### config.mk
export PLATFORM = sky130hd
export DESIGN_NAME = urx_unit
export DESIGN_NICKNAME = d
export VERILOG_FILES = /design/src/rtl/urx_pkg.sv /design/src/rtl/urx_ctrl.sv /design/src/rtl/urx_datapath.sv /design/src/rtl/urx_unit.sv
export SDC_FILE = /design/constraint.sdc
export NUM_CORES = 1
export LEC_CHECK = 0
export BUFFER_PORTS_ARGS = -buffer_cell sky130_fd_sc_hd__buf_2
export CAP_MARGIN = 15
export CORE_ASPECT_RATIO = 0.6
export CORE_MARGIN = 4
export CORE_UTILIZATION = 55
export DETAILED_ROUTE_END_ITERATION = 7
export GPL_TIMING_DRIVEN = 0
export HOLD_SLACK_MARGIN = 0.03
export PLACE_DENSITY = 0.91
export REMOVE_ABC_BUFFERS = 1
export SYNTH_ARGS = -nofsm -noshare
export SYNTH_HDL_FRONTEND = slang
export SYNTH_HIERARCHICAL = 1
export SYNTH_SLANG_ARGS = --single-unit
### constraint.sdc
create_clock -name clk -period 8.36 [get_ports clk]
set_input_delay 0.836 -clock clk [delete_from_list [all_inputs] [get_ports clk]]
set_output_delay 0.836 -clock clk [all_outputs]
set_load 0.05 [all_outputs]
### src/rtl/urx_pkg.sv
package urx_pkg;

  typedef enum logic [3:0] {
    OP_NONE,
    OP_NOT,
    OP_NEG,
    OP_ASL,
    OP_ASR,
    OP_ROL,
    OP_ROR,
    OP_SPA,
    OP_FLGA,
    OP_AFLG
  } urxOp_e;

  typedef struct packed {
    urxOp_e op;
    logic   selIdx;
    logic   writeReg;
    logic   writeFlags;
  } urxStrobe_t;

  localparam int FLAG_N = 3;
  localparam int FLAG_Z = 2;
  localparam int FLAG_V = 1;
  localparam int FLAG_C = 0;

endpackage

### src/rtl/urx_ctrl.sv
module urx_ctrl
  import urx_pkg::*;
(
  input  logic       clk,
  input  logic       rstN,
  input  logic       opValid,
  input  logic [7:0] opCode,
  output urxStrobe_t stb,
  output logic       opDone,
  output logic       opIllegal
);

  logic legal;

  always_comb begin
    stb = '{op: OP_NONE, selIdx: 1'b0, writeReg: 1'b0, writeFlags: 1'b0};
    legal = 1'b1;
    unique case (opCode[7:1])
      7'b0000_011: stb.op = OP_NOT;
      7'b0000_100: stb.op = OP_NEG;
      7'b0000_101: stb.op = OP_ASL;
      7'b0000_110: stb.op = OP_ASR;
      7'b0000_111: stb.op = OP_ROL;
      7'b0001_000: stb.op = OP_ROR;
      7'b0000_001: stb.op = opCode[0] ? OP_SPA  : OP_NONE;
      7'b0000_010: stb.op = opCode[0] ? OP_AFLG : OP_FLGA;
      default:     stb.op = OP_NONE;
    endcase
    if (stb.op == OP_NONE) legal = 1'b0;
    if (!opValid || !legal) begin
      stb.op = OP_NONE;
    end else begin
      unique case (stb.op)
        OP_SPA:  stb.writeReg = 1'b1;
        OP_FLGA: stb.writeReg = 1'b1;
        OP_AFLG: stb.writeFlags = 1'b1;
        default: begin
          stb.selIdx     = opCode[0];
          stb.writeReg   = 1'b1;
          stb.writeFlags = 1'b1;
        end
      endcase
    end
  end

  always_ff @(posedge clk) begin
    if (!rstN) begin
      opDone    <= 1'b0;
      opIllegal <= 1'b0;
    end else begin
      opDone    <= opValid && legal;
      opIllegal <= opValid && !legal;
    end
  end

  AST_PULSE_EXCL: assert property (@(posedge clk) disable iff (!rstN)
    !(opDone && opIllegal));
  AST_IDLE_NO_PULSE: assert property (@(posedge clk) disable iff (!rstN)
    !opValid |=> !opDone && !opIllegal);

endmodule

### src/rtl/urx_datapath.sv
module urx_datapath
  import urx_pkg::*;
#(
  parameter int DATA_W = 16
) (
  input  logic              clk,
  input  logic              rstN,
  input  urxStrobe_t        stb,
  input  logic [DATA_W-1:0] stackPtr,
  output logic [DATA_W-1:0] accQ,
  output logic [DATA_W-1:0] idxQ,
  output logic [3:0]        flagsQ
);

  localparam int MSB = DATA_W - 1;
  localparam logic [DATA_W-1:0] MIN_NEG = {1'b1, {(DATA_W-1){1'b0}}};

  logic [DATA_W-1:0] operand;
  logic [DATA_W-1:0] result;
  logic [3:0]        nextFlags;
  logic              oldC;

  assign operand = stb.selIdx ? idxQ : accQ;
  assign oldC    = flagsQ[FLAG_C];

  always_comb begin
    result    = operand;
    nextFlags = flagsQ;
    unique case (stb.op)
      OP_NOT: result = ~operand;
      OP_NEG: begin
        result = -operand;
        nextFlags[FLAG_V] = (operand == MIN_NEG);
      end
      OP_ASL: begin
        result = {operand[MSB-1:0], 1'b0};
        nextFlags[FLAG_C] = operand[MSB];
        nextFlags[FLAG_V] = operand[MSB] ^ operand[MSB-1];
      end
      OP_ASR: begin
        result = {operand[MSB], operand[MSB:1]};
        nextFlags[FLAG_C] = operand[0];
      end
      OP_ROL: begin
        result = {operand[MSB-1:0], oldC};
        nextFlags[FLAG_C] = operand[MSB];
      end
      OP_ROR: begin
        result = {oldC, operand[MSB:1]};
        nextFlags[FLAG_C] = operand[0];
      end
      OP_SPA:  result = stackPtr;
      OP_FLGA: result = {{(DATA_W-4){1'b0}}, flagsQ};
      OP_AFLG: nextFlags = accQ[3:0];
      default: ;
    endcase
    if (stb.op inside {OP_NOT, OP_NEG, OP_ASL, OP_ASR}) begin
      nextFlags[FLAG_N] = result[MSB];
      nextFlags[FLAG_Z] = (result == '0);
    end
  end

  always_ff @(posedge clk) begin
    if (!rstN) begin
      accQ   <= '0;
      idxQ   <= '0;
      flagsQ <= '0;
    end else begin
      if (stb.writeReg && !stb.selIdx) accQ <= result;
      if (stb.writeReg && stb.selIdx)  idxQ <= result;
      if (stb.writeFlags)              flagsQ <= nextFlags;
    end
  end

  AST_OTHER_REG_HOLDS: assert property (@(posedge clk) disable iff (!rstN)
    (stb.writeReg && stb.selIdx) |=> $stable(accQ));
  AST_ROL_CARRY: assert property (@(posedge clk) disable iff (!rstN)
    (stb.op == OP_ROL && !stb.selIdx) |=>
      accQ[0] == $past(flagsQ[FLAG_C]) && flagsQ[FLAG_C] == $past(accQ[MSB]));
  AST_ROR_KEEPS_NZV: assert property (@(posedge clk) disable iff (!rstN)
    (stb.op == OP_ROR) |=> flagsQ[3:1] == $past(flagsQ[3:1]));
  AST_SPA_FLAGS: assert property (@(posedge clk) disable iff (!rstN)
    (stb.op == OP_SPA) |=> $stable(flagsQ) && accQ == $past(stackPtr));

endmodule

### src/rtl/urx_unit.sv
module urx_unit
  import urx_pkg::*;
#(
  parameter int DATA_W = 16
) (
  input  logic              clk,
  input  logic              rstN,
  input  logic              opValid,
  input  logic [7:0]        opCode,
  input  logic [DATA_W-1:0] stackPtr,
  output logic [DATA_W-1:0] accOut,
  output logic [DATA_W-1:0] idxOut,
  output logic [3:0]        flagsOut,
  output logic              opDone,
  output logic              opIllegal
);

  urxStrobe_t stb;

  urx_ctrl u_ctrl (
    .clk      (clk),
    .rstN     (rstN),
    .opValid  (opValid),
    .opCode   (opCode),
    .stb      (stb),
    .opDone   (opDone),
    .opIllegal(opIllegal)
  );

  urx_datapath #(.DATA_W(DATA_W)) u_dp (
    .clk     (clk),
    .rstN    (rstN),
    .stb     (stb),
    .stackPtr(stackPtr),
    .accQ    (accOut),
    .idxQ    (idxOut),
    .flagsQ  (flagsOut)
  );

  AST_ILLEGAL_NO_CHANGE: assert property (@(posedge clk) disable iff (!rstN)
    opIllegal |-> $stable(accOut) && $stable(idxOut) && $stable(flagsOut));
  AST_IDLE_HOLD: assert property (@(posedge clk) disable iff (!rstN)
    !opValid |=> $stable(accOut) && $stable(idxOut) && $stable(flagsOut));
  AST_FLAG_MOVE: assert property (@(posedge clk) disable iff (!rstN)
    (opValid && opCode == 8'h05) |=> flagsOut == $past(accOut[3:0]));

endmodule

After elaboration in Yosys (flattened, before gate mapping)
Index checks and enable logic that the tools add are counted. W data, S select, Z words.

Register bits: 38. Input bits: 27. Output and inout port bits: 38. Logic and storage cells: 66.

$add $sub $neg: 1. Eq/ne operators: 21. Mux-type cells: 15. Bitwise operators: 2. Reduce and logical (&&, ||, !) cells: 20.

Operator list (number): $pmux W16 S8 (1); $pmux W4 S8 (1); $eq A7 B3 Y1 const B (4); $eq A4 B3 Y1 const B (5); $eq A16 B16 Y1 const B (1); $eq A4 B4 Y1 const B (4); $logic_not A16 Y1 (1); $mux W16 (1); $neg A16 Y16 (1); $not A16 Y16 (1); $eq A7 B2 Y1 const B (2); $eq A4 B2 Y1 const B (2); $eq A7 B1 Y1 const B (1); $eq A7 B4 Y1 const B (1); $mux W3 (2); $pmux W1 S3 (2); $reduce_and A2 Y1 (3); $reduce_bool A3 Y1 (2); $reduce_or A2 Y1 (3); $mux W1 (5); $eq A4 B1 Y1 const B (1); $logic_and A1 B1 Y1 (4); $logic_not A4 Y1 (1); $mux W2 (2); other kinds (7) (8).

Longest topological paths before layout
Word-level depth: 11. Depth in mapped cells: 16. Gate-level depth less buffers: 12.

Cells and area by module
The synthesis kept the hierarchy.

Modules (own cells, without submodules): urx_datapath (instances 1, cells each 364, area each 2821.5 um^2, seq. area each 720.7 um^2); urx_ctrl (instances 1, cells each 40, area each 304.0 um^2, seq. area each 40.0 um^2).

Worst setup path before layout
Ideal clock, no wire load.

Kind: in2reg. Start point: in opCode[3]. End point: reg u_dp.flagsQ[2]. Setup time: 0.084 ns. Arrival time: 4.439 ns. Data required time: 8.276 ns. Setup slack: 3.836 ns. Cell stages on the path: 16. Path buffers: 4. Path through: buf_2 nor2_1 a2bb2oi_2 a2111oi_2 buf_2 buf_2 buf_2 mux2i_1 ha_1 o221ai_1 or3b_2 nor3_1 o211ai_1 a21oi_1 nand4b_4 o31ai_2.

RTL lines: from (decl) (line urx_unit.sv:9) `input logic [7:0] opCode,`; to (signal assigned) (line urx_datapath.sv:71) `if (stb.writeFlags) flagsQ <= nextFlags;`; to (decl) (line urx_datapath.sv:12) `output logic [3:0] flagsQ`.

==> flow_metrics.env <==
export IMPL_status="completed"
export IMPL_timing_critical_path_fanout_max=19
export IMPL_hold_buffers=0
export IMPL_final_setup_skew_ps=12.09
export IMPL_synthesis_to_layout_area_growth_pct=16.69
export IMPL_synthCells=404
export IMPL_timing_hold_ws_ps=536.0
export IMPL_cts_resized=0
export IMPL_cp_data_required_time_ps=8580
export IMPL_layout_commonest_cell="sky130_fd_sc_hd__buf_2"
export IMPL_cts_root_buffer="sky130_fd_sc_hd__clkbuf_8"
export IMPL_p_comb_share_pct=17.5
export IMPL_grt_start_max_net_pins=31
export IMPL_fp_dieArea_um2=6992
export IMPL_first_global_vias=3230
export IMPL_cts_repair_timing_setup_buffer_count=0
export IMPL_share_of_async_settable_or_async_resettable_flops_after_synthesis_pct=0
export IMPL_avgRoutedWirePerCell_um=18.98
export IMPL_grt_util_met3_pct=7.317
export IMPL_antenna_violations_before_repair=0
export IMPL_count_of_final_max_slew_check_failures=0
export IMPL_finalWeightedCongestion=0.9353
export IMPL_route_final_wire_length_mm=9.981
export IMPL_final_period_utilization_pct=59.88
export IMPL_clkPwrFrac_pct=37.8
export IMPL_vias=3543
export IMPL_use_met1_pct=38.89
export IMPL_synth_seq_cells=38
export IMPL_grt_pass1_wl_mm=15.90
export IMPL_grt_util_met2_pct=43.57
export IMPL_number_of_flops_mapped_to_enable_cells_by_yosys=0
export IMPL_clock_latency_late_sink_ps=290
export IMPL_yosys_warning_total=6
export IMPL_cts_tree="done"
export IMPL_p_per_area_nw_per_um2=113.2
export IMPL_fin_area_um2=3647
export IMPL_hold_viol=0
export IMPL_layout_common_cells="sky130_fd_sc_hd__buf_2, sky130_fd_sc_hd__nand2_1, sky130_fd_sc_hd__dfxtp_1"
export IMPL_antenna_cells=0
export IMPL_row_count=20
export IMPL_slew_headroom_pct=25.77
export IMPL_clk_transition_reported_paths_ps=80
export IMPL_average_cell_area_after_synthesis_um2=7.736
export IMPL_clockBufferDepth=2
export IMPL_i_o_pins=65
export IMPL_total_switching_power_uw=116.0
export IMPL_detailedRoute_firstIterationViolations=397
export IMPL_power_internal_uw=296.7
export IMPL_placed_cell_area_um2=3511
export IMPL_fp_dieW_um=105.3
export IMPL_route_antenna_remaining_nets=0
export IMPL_setup_total_negative_slack_ps=0
export IMPL_tritoncts_num_sinks=38
export IMPL_fp_coreArea_um2=5280
export IMPL_grt_busiest_layer="met2"
export IMPL_final_period_minus_worst_setup_slack_ps=5006
export IMPL_maximum_clock_frequency_mhz=199.8
export IMPL_layout_nets=477
export IMPL_seq_pwr_share_pct=44.7
export IMPL_vdd_ir_drop_max_v=0.00007992
export IMPL_synth_cell_types=66
export IMPL_max_cap_violations=0
export IMPL_portBuffers=64
export IMPL_worstPathArrival_ps=5220
export IMPL_report_final_setup_viol=0
export IMPL_die_h_um=66.39
export IMPL_drive_gt1_share_pct=22.49
export IMPL_grt_util_all_layers_pct=28.01
export IMPL_detail_route_first_pass_iterations=5
export IMPL_transition_time_at_the_pin_with_the_least_slew_margin_ps=1107
export IMPL_remaining_drc_errors=0
export IMPL_power_leakage_uw=0.001640
export IMPL_vias_per_cell=6.736
export IMPL_cts_max_level=2
export IMPL_grt_setup_unrepaired="false"
export IMPL_overflow=0
export IMPL_worstSetupPathType="in2reg"
export IMPL_power_switching_share_pct=28.11
export IMPL_ys_seq_area_share_pct=24.34
export IMPL_synth_flop_cell="sky130_fd_sc_hd__dfxtp_1"
export IMPL_dp_hpwl_mm=7.270
export IMPL_floorplan_initialDensity_pct=59.19
export IMPL_worst_setup_path_start_kind="input port"
export IMPL_cts_made_buffers=5
export IMPL_timing_hold_worst_class="reg2reg"
export IMPL_mappedNetlistArea_um2=3125
export IMPL_worst_setup_path_end_kind="register"
==> layout make-up <==
| class | instances | area, µm² |
|---|---|---|
| Clock buffer | 5 | 68.82 |
| Clock inverter | 3 | 40.04 |
| Fill cell | 451 | 1633 |
| Inverter | 10 | 37.54 |
| Multi-Input combinational cell | 321 | 2216 |
| Sequential cell | 38 | 760.7 |
| Tap cell | 77 | 96.34 |
| Timing Repair Buffer | 72 | 427.9 |
==> final timing paths <==
kind | startpoint | depth (start not counted) | slack (ps) | endpoint
max reg2reg | u_dp/accQ[2] | 8 | 5050 | u_dp/flagsQ[2]
min | u_dp/idxQ[13] | 2 | 540 | u_dp/idxQ[13]
max | opCode[4] | 13 | 3350 | u_dp/flagsQ[2]
min reg2reg | u_dp/idxQ[13] | 2 | 540 | u_dp/idxQ[13]
==> cells by family after synthesis <==
logic type	count (synthesis)	synth area share, %
mux	25	8.166
simple gates	146	24.62
fa+ha+maj	2	0.8005
flops	38	24.34
compound gates	134	32.07
buf+inv	45	6.084
xor+xnor	14	3.923
==> stage by stage <==
step	worst slack [ps]	utilization [%]	total power [µW]	instances
floorplan	2527	-	233.2	369
global placement	1118	64.19	254.2	510
detailed placement	3282	66.49	258.2	517
CTS	3541	68.55	411.7	525
global route	3150	69.08	429.2	526
finish	3354	69.08	412.7	526
==> Yosys cell counts (2+ instances only) <==
| library cell | instances | area, µm² |
|---|---|---|
| sky130_fd_sc_hd__nand2_1 | 44 | 165.2 |
| sky130_fd_sc_hd__o21a_1 | 2 | 15.01 |
| sky130_fd_sc_hd__nand3_1 | 8 | 40.04 |
| sky130_fd_sc_hd__o221ai_1 | 8 | 70.07 |
| sky130_fd_sc_hd__buf_2 | 5 | 25.02 |
| sky130_fd_sc_hd__nor3b_1 | 7 | 52.55 |
| sky130_fd_sc_hd__o211ai_1 | 5 | 37.54 |
| sky130_fd_sc_hd__a211o_1 | 3 | 26.28 |
| sky130_fd_sc_hd__o21ai_0 | 26 | 130.1 |
| sky130_fd_sc_hd__or3b_2 | 2 | 17.52 |
| sky130_fd_sc_hd__nor2_1 | 30 | 112.6 |
| sky130_fd_sc_hd__nand2b_1 | 3 | 18.77 |
| sky130_fd_sc_hd__a21oi_1 | 18 | 90.09 |
| sky130_fd_sc_hd__mux2_2 | 4 | 45.04 |
| sky130_fd_sc_hd__o31ai_1 | 2 | 15.01 |
| sky130_fd_sc_hd__xnor2_1 | 7 | 61.31 |
| sky130_fd_sc_hd__nor4_1 | 4 | 25.02 |
| sky130_fd_sc_hd__a221oi_1 | 3 | 26.28 |
| sky130_fd_sc_hd__buf_4 | 2 | 15.01 |
| sky130_fd_sc_hd__a211oi_1 | 21 | 157.7 |
| sky130_fd_sc_hd__inv_1 | 10 | 37.54 |
| sky130_fd_sc_hd__dfxtp_1 | 38 | 760.7 |
| sky130_fd_sc_hd__xor2_1 | 7 | 61.31 |
| sky130_fd_sc_hd__clkbuf_1 | 26 | 97.59 |
| sky130_fd_sc_hd__nor2b_1 | 9 | 56.30 |
| sky130_fd_sc_hd__o22ai_1 | 3 | 18.77 |
| sky130_fd_sc_hd__or3_1 | 5 | 31.28 |
| sky130_fd_sc_hd__o211a_1 | 22 | 220.2 |
| sky130_fd_sc_hd__nand3b_1 | 2 | 15.01 |
| sky130_fd_sc_hd__and3_1 | 2 | 12.51 |
| sky130_fd_sc_hd__nor3_1 | 14 | 70.07 |
| sky130_fd_sc_hd__mux2i_1 | 21 | 210.2 |
| sky130_fd_sc_hd__and4_1 | 2 | 17.52 |
| sky130_fd_sc_hd__a22oi_1 | 5 | 37.54 |
| sky130_fd_sc_hd__a311oi_1 | 2 | 17.52 |
| sky130_fd_sc_hd__ha_1 | 2 | 25.02 |
==> critical path, stage by stage <==
cell and delay, ps:
sky130_fd_sc_hd__buf_2 200, sky130_fd_sc_hd__nor2b_2 300, sky130_fd_sc_hd__a2bb2oi_2 150, sky130_fd_sc_hd__a2111oi_4 690
sky130_fd_sc_hd__buf_6 290, sky130_fd_sc_hd__or4b_1 490, sky130_fd_sc_hd__a222oi_1 760, sky130_fd_sc_hd__nand2_1 220
sky130_fd_sc_hd__or3_4 440, sky130_fd_sc_hd__o21a_1 180, sky130_fd_sc_hd__o22a_1 220, sky130_fd_sc_hd__nand4b_4 190
sky130_fd_sc_hd__o31ai_2 230
==> per-layer routing <==
metal,vias up,part of all wire (%)
met4,0,1.4
met2,244,43
met1,1663,42
li1,1613,-
met3,23,13
met5,-,0
==> state kept, by name, indices dropped and copies added (netlist names) <==
name and flops:
u_dp/accQ 16, u_dp/idxQ 16, u_dp/flagsQ 4, u_ctrl/opDone 1
u_ctrl/opIllegal 1
==> power by group through the flow <==
stage | Combinational [µW] | Clock [µW] | Sequential, µW
after global routing | 77.5 | 167 | 185
after global placement | 65.7 | 0 | 189
after detailed placement | 69.4 | 0 | 189
after floorplan | 38.9 | 0 | 194
final | 72.4 | 156 | 185
after CTS | 70.0 | 157 | 184
No activity file was read; power rests on OpenSTA's default activity.
